## src/rtl/twin_port_pkg.sv

```systemverilog
package twin_port_pkg;
  localparam int unsigned ADDR_W = 8;
  localparam int unsigned DATA_W = 8;
  typedef logic [ADDR_W-1:0] addr_t;
  typedef logic [DATA_W-1:0] data_t;
  typedef struct packed {
    logic load;
    logic step;
  } cnt_ctl_t;
endpackage

```

## src/rtl/addr_counter.sv

```systemverilog
module addr_counter #(
  parameter int unsigned WIDTH = 8
) (
  input  logic             clk,
  input  logic             clr_n,
  input  logic             load,
  input  logic             step,
  input  logic [WIDTH-1:0] din,
  output logic [WIDTH-1:0] q
);
  localparam logic [WIDTH-1:0] ONE = WIDTH'(1);

  always_ff @(posedge clk or negedge clr_n) begin
    if (!clr_n)     q <= '0;
    else if (load)  q <= din;      // load outranks step
    else if (step)  q <= q + ONE;  // natural wrap at the top
  end

  // a load takes the input value
  p_load_r2: assert property (@(posedge clk) disable iff (!clr_n)
    load |=> q == $past(din));
  // a step without a load increments with wrap
  p_step_r7: assert property (@(posedge clk) disable iff (!clr_n)
    (step && !load) |=> q == WIDTH'($past(q) + ONE));
  // no strobe means hold
  p_hold_r3: assert property (@(posedge clk) disable iff (!clr_n)
    (!step && !load) |=> $stable(q));
endmodule

```

## src/rtl/mem_core.sv

```systemverilog
module mem_core #(
  parameter int unsigned AW = 8,
  parameter int unsigned DW = 8
) (
  input  logic          clk,
  input  logic          wr_en,
  input  logic [AW-1:0] wr_addr,
  input  logic [DW-1:0] wr_data,
  input  logic [AW-1:0] left_addr,
  input  logic [AW-1:0] right_addr,
  output logic [DW-1:0] left_data,
  output logic [DW-1:0] right_data
);
  localparam int unsigned DEPTH = 1 << AW;

  logic [DW-1:0] cells [DEPTH];

  always_ff @(posedge clk) begin
    if (wr_en) cells[wr_addr] <= wr_data;
  end

  // combinational reads: the right port sees old data until the write edge
  assign left_data  = cells[left_addr];
  assign right_data = cells[right_addr];

  // written byte lands at the address present at the edge
  p_write_r4: assert property (@(posedge clk)
    wr_en |=> cells[$past(wr_addr)] == $past(wr_data));
endmodule

```

## src/rtl/twin_port_mem.sv

```systemverilog
module twin_port_mem
  import twin_port_pkg::*;
(
  input  logic       clk,
  input  logic       clr_n,
  input  logic [7:0] bus_in,
  input  logic       bus_src_en,
  input  logic       ar_load,
  input  logic       pc_load,
  input  logic       ar_step,
  input  logic       pc_step,
  input  logic       mem_wr,
  input  logic       rd_en,
  output logic [7:0] bus_out,
  output logic [7:0] ins,
  output logic [7:0] ar_addr,
  output logic [7:0] pc_addr
);
  localparam int unsigned NPORT = 2;  // index 0: data port, 1: fetch port

  cnt_ctl_t ctl   [NPORT];
  addr_t    cnt_q [NPORT];
  data_t    left_rd;

  always_comb begin
    ctl[0].load = bus_src_en & ar_load;
    ctl[0].step = ar_step;
    ctl[1].load = bus_src_en & pc_load;
    ctl[1].step = pc_step;
  end

  for (genvar g = 0; g < NPORT; g++) begin : g_cnt
    addr_counter #(.WIDTH(ADDR_W)) u_cnt (
      .clk   (clk),
      .clr_n (clr_n),
      .load  (ctl[g].load),
      .step  (ctl[g].step),
      .din   (bus_in),
      .q     (cnt_q[g])
    );
  end

  mem_core #(.AW(ADDR_W), .DW(DATA_W)) u_mem (
    .clk        (clk),
    .wr_en      (mem_wr),
    .wr_addr    (cnt_q[0]),
    .wr_data    (bus_in),
    .left_addr  (cnt_q[0]),
    .right_addr (cnt_q[1]),
    .left_data  (left_rd),
    .right_data (ins)
  );

  assign bus_out = rd_en ? left_rd : '0;
  assign ar_addr = cnt_q[0];
  assign pc_addr = cnt_q[1];

  // idle read port drives zero
  p_idle_bus_r5: assert property (@(posedge clk) disable iff (!clr_n)
    !rd_en |-> bus_out == 8'h00);
  // an unqualified load leaves the fetch pointer alone
  p_gated_load_r3: assert property (@(posedge clk) disable iff (!clr_n)
    (!bus_src_en && !pc_step) |=> $stable(pc_addr));
endmodule

```

## config.mk

```make
export PLATFORM = sky130hd
export DESIGN_NAME = twin_port_mem
export DESIGN_NICKNAME = d
export VERILOG_FILES = /design/src/rtl/twin_port_pkg.sv /design/src/rtl/addr_counter.sv /design/src/rtl/mem_core.sv /design/src/rtl/twin_port_mem.sv
export SDC_FILE = /design/constraint.sdc
export NUM_CORES = 2
export LEC_CHECK = 0
export BUFFER_PORTS_ARGS = -buffer_cell sky130_fd_sc_hd__buf_2
export CORE_ASPECT_RATIO = 0.9
export CORE_MARGIN = 4
export CORE_UTILIZATION = 60
export DETAILED_ROUTE_END_ITERATION = 6
export PLACE_DENSITY = 0.76
export SLEW_MARGIN = 10
export SYNTH_ARGS = -nofsm -noshare
export SYNTH_HDL_FRONTEND = slang
export SYNTH_HIERARCHICAL = 1
export SYNTH_SLANG_ARGS = --single-unit
```

## constraint.sdc

```tcl
create_clock -name clk -period 6.35 [get_ports clk]
set_input_delay 0.635 -clock clk [delete_from_list [all_inputs] [get_ports clk]]
set_output_delay 0.635 -clock clk [all_outputs]
set_load 0.01 [all_outputs]
```

==> metrics.csv <==
metric,value,unit
grt_pass1_wl,420000,um
setup_violations,0,
viasPerCell,7.85,
crit_fanout,30,
rows,140,
clockRootBuffer,clkbuf_16,
routed_wl,296000,um
grt_overflow,0,
met2WireLength,132000,um
pwr_density_cell,381,nW/um^2
whs,0.198,ns
reg2reg_depth,5,
crit_type,reg -> out,
worst_path_max_delay_cell,a211oi_1,
wl_per_cell,40.4,um
final_common_cell,edfxtp_1,
yosysWarnings,6,
multi_input_area,33100,um^2
fp.dieH,391,um
ys_seq_area_share,63.4,%
yosys_register_bits,2064,
ys_top_cells_by_area,"edfxtp_1 (63%), mux4_2 (24%), mux2i_1 (2.4%)",
ant_nets,0,
routed.top_layer,met5,
grtUsageTotal,35.4,%
layout.nets,5031,
wl_met1,100000,um
fmax,159,MHz
pin_count,49,
fillCellCount,10137,
avgSynthCellArea,19.8,um^2
cap_viol_max_count,0,
critPathCaptureType,output port,
slowest_delay,1.03,ns
syn_area,97600,um^2
synth_top_flop_cell,edfxtp_1,
cts_num_sinks,2064,
final_cells,7327,
die_w,433,um
clock_latency,0.85,ns
clkTransAtPathRegs,0.06,ns
drcViolationCount,0,
final_cell_mix,"edfxtp_1 (2048), mux4_2 (1051), nor2_1 (296)",
grt_pass1_vias,55972,
routabilityCongestion,0.952,
crit_buf_inv,2,
path_delay_family,compound AO/OA/AOI/OAI gates,
drive_gt1_share,33.0,%
htreeDepth,4,
synthCells,4939,
required,5.71,ns
worst_pin_slew,1.35,ns
wl_met3,47400,um
worstHoldPathCells,3,
p_leak,33.3,nW
dr.pass1.iters,6,
synth_async_sr_flop_share,0.775,%
dp_cells,6936,
fin_crit,6.27,ns
yosys.area.top_type,edfxtp_1,
synth_cell_type_count,69,
cts_buffer_depth,3,
placed_cell_area,100000,um^2
synthesis.nets,4958,
finalCritPeriodShare,98.7,%
cts_tree,yes,
dieArea,169000,um^2
dp_hpwl,187000,um
hold_viol_final,0,
design_area,107000,um^2
tns,0,ns
vdd_drop_max,0.329,mV
cp.depth,9,
maxSlewViolCount,0,
core-area,162000,um^2
relSlewSlack,9.76,%
synth_edf_count,2048,
finalClockSkew,0.0248,ns
path_cells,buf_4 -> mux4_2 -> mux4_2 -> nand2_1 -> o31ai_1 -> a211oi_1 -> a211oi_1 -> and2_1 -> buf_2,
vias,57499,
portBuffers,48,
hp-class,in -> reg,
run_status,"finished, final reports clean",
rsz0062_at_grt,no,
syn_to_final_growth,9.69,%
seq_area,61900,um^2
arrival,5.64,ns
yosysTopAreaCellShare,63.0,%
post-route-util,66.2,%
numCtsBuffers,201,
initial_core_util,60.4,%
antenna_found_initial,15,
drt_iter0_drc,10402,
start_kind,flip-flop,
grt_max_degree,203,
==> cell usage after synthesis, types with 10 or more instances <==
library cell  count
edfxtp_1       2048
o22ai_1          48
o21ai_0          46
mux2_2           38
a211oi_1         28
buf_1            25
buf_2           104
dfrtp_1          16
mux2i_1         238
mux4_2         1051
buf_6            44
nand2b_1         11
a21oi_1          79
nand4_1          17
a221oi_1         32
nand2_1         134
nor2b_1          33
and2_1           22
o211ai_1         13
o221ai_1         65
a22o_1           22
a22oi_1          62
buf_4            44
nor2_1          298
o31ai_1          11
clkbuf_1        141
nand3_1          62
a221o_1          10
nor3_1           21
buf_8            35
==> worst reg2reg max path, stage by stage (launching register included) <==
cell     delay, ns
dfrtp_4       0.81
buf_12        0.55
nor2b_1       0.88
nand3_1       0.88
buf_4         0.57
nor2_1        0.89
==> layer usage <==
layer	vias up	track usage, %
li1	21533	-
met1	29852	49.4
met2	5175	51.1
met3	921	12.3
met4	18	16.1
met5	-	0
==> where the power goes <==
group / internal (W) / leakage [nW] / switching (W)
combinational: 0.00523 / 11.3 / 0.00745
clock: 0.00732 / 3.40 / 0.00529
sequential: 0.0151 / 18.6 / 0.000386
total: 0.0276 / 33.3 / 0.0131
==> stage by stage <==
step	worst slack (ns)	total power [W]
CTS	0.0376	0.0404
finish	0.0796	0.0408
detailed placement	0.854	0.0280
global placement	0.464	0.0279
global route	0.0998	0.0417
floorplan	3.03	0.0236
==> layout make-up <==
type,instances,area share [%]
tap,2130,2.49
clock buffer,231,4.86
sequential,2064,57.8
antenna,7,0.0164
timing repair buffer,271,2.24
clock inverter,150,1.61
multi-input combinational,2468,30.9
inverter,6,0.0245
==> cell families (layout without fill, tap and decap cells) <==
| family | count (synthesis) | count (layout) | share of synthesized area (%) |
|---|---|---|---|
| multiplexers | 1327 | 1327 | 27.1 |
| AO/OA/AOI/OAI | 482 | 482 | 3.60 |
| buffers and inverters | 407 | 658 | 2.74 |
| other | 0 | 7 | 0 |
| XOR/XNOR | 8 | 8 | 0.0718 |
| AND/OR/NAND/NOR | 649 | 649 | 3.02 |
| flip-flops | 2064 | 2064 | 63.4 |
| adder cells (fa/ha/maj) | 2 | 2 | 0.0256 |
==> state kept, by name (all words and copies together), names as in the netlist <==
name	flops
g_cnt.u_cnt/q	16
u_mem/cells	2048
==> what timing repair did <==
item                                   in CTS  in global routing
hold buffers                                1                  0
gates resized for setup                     3                  1
buffers inserted                            0                  0
setup endpoints to repair                   2                  1
endpoints found under the hold margin      16                  0
==> final timing paths <==
| check | to | start | slack, ns |
|---|---|---|---|
| max reg2reg | u_mem/cells[22][4] | g_cnt[0].u_cnt/q[1] | 1.38 |
| max | bus_out[2] | g_cnt[0].u_cnt/q[0] | 0.08 |
| min | g_cnt[1].u_cnt/q[0] | pc_step | 0.20 |
| max in group asynchronous | g_cnt[0].u_cnt/q[0] | clr_n | 5.74 |
| min in group asynchronous | g_cnt[0].u_cnt/q[7] | clr_n | 0.27 |
| min reg2reg | g_cnt[1].u_cnt/q[3] | g_cnt[1].u_cnt/q[3] | 0.92 |
Note: power is estimated with default switching activity, not from simulation.
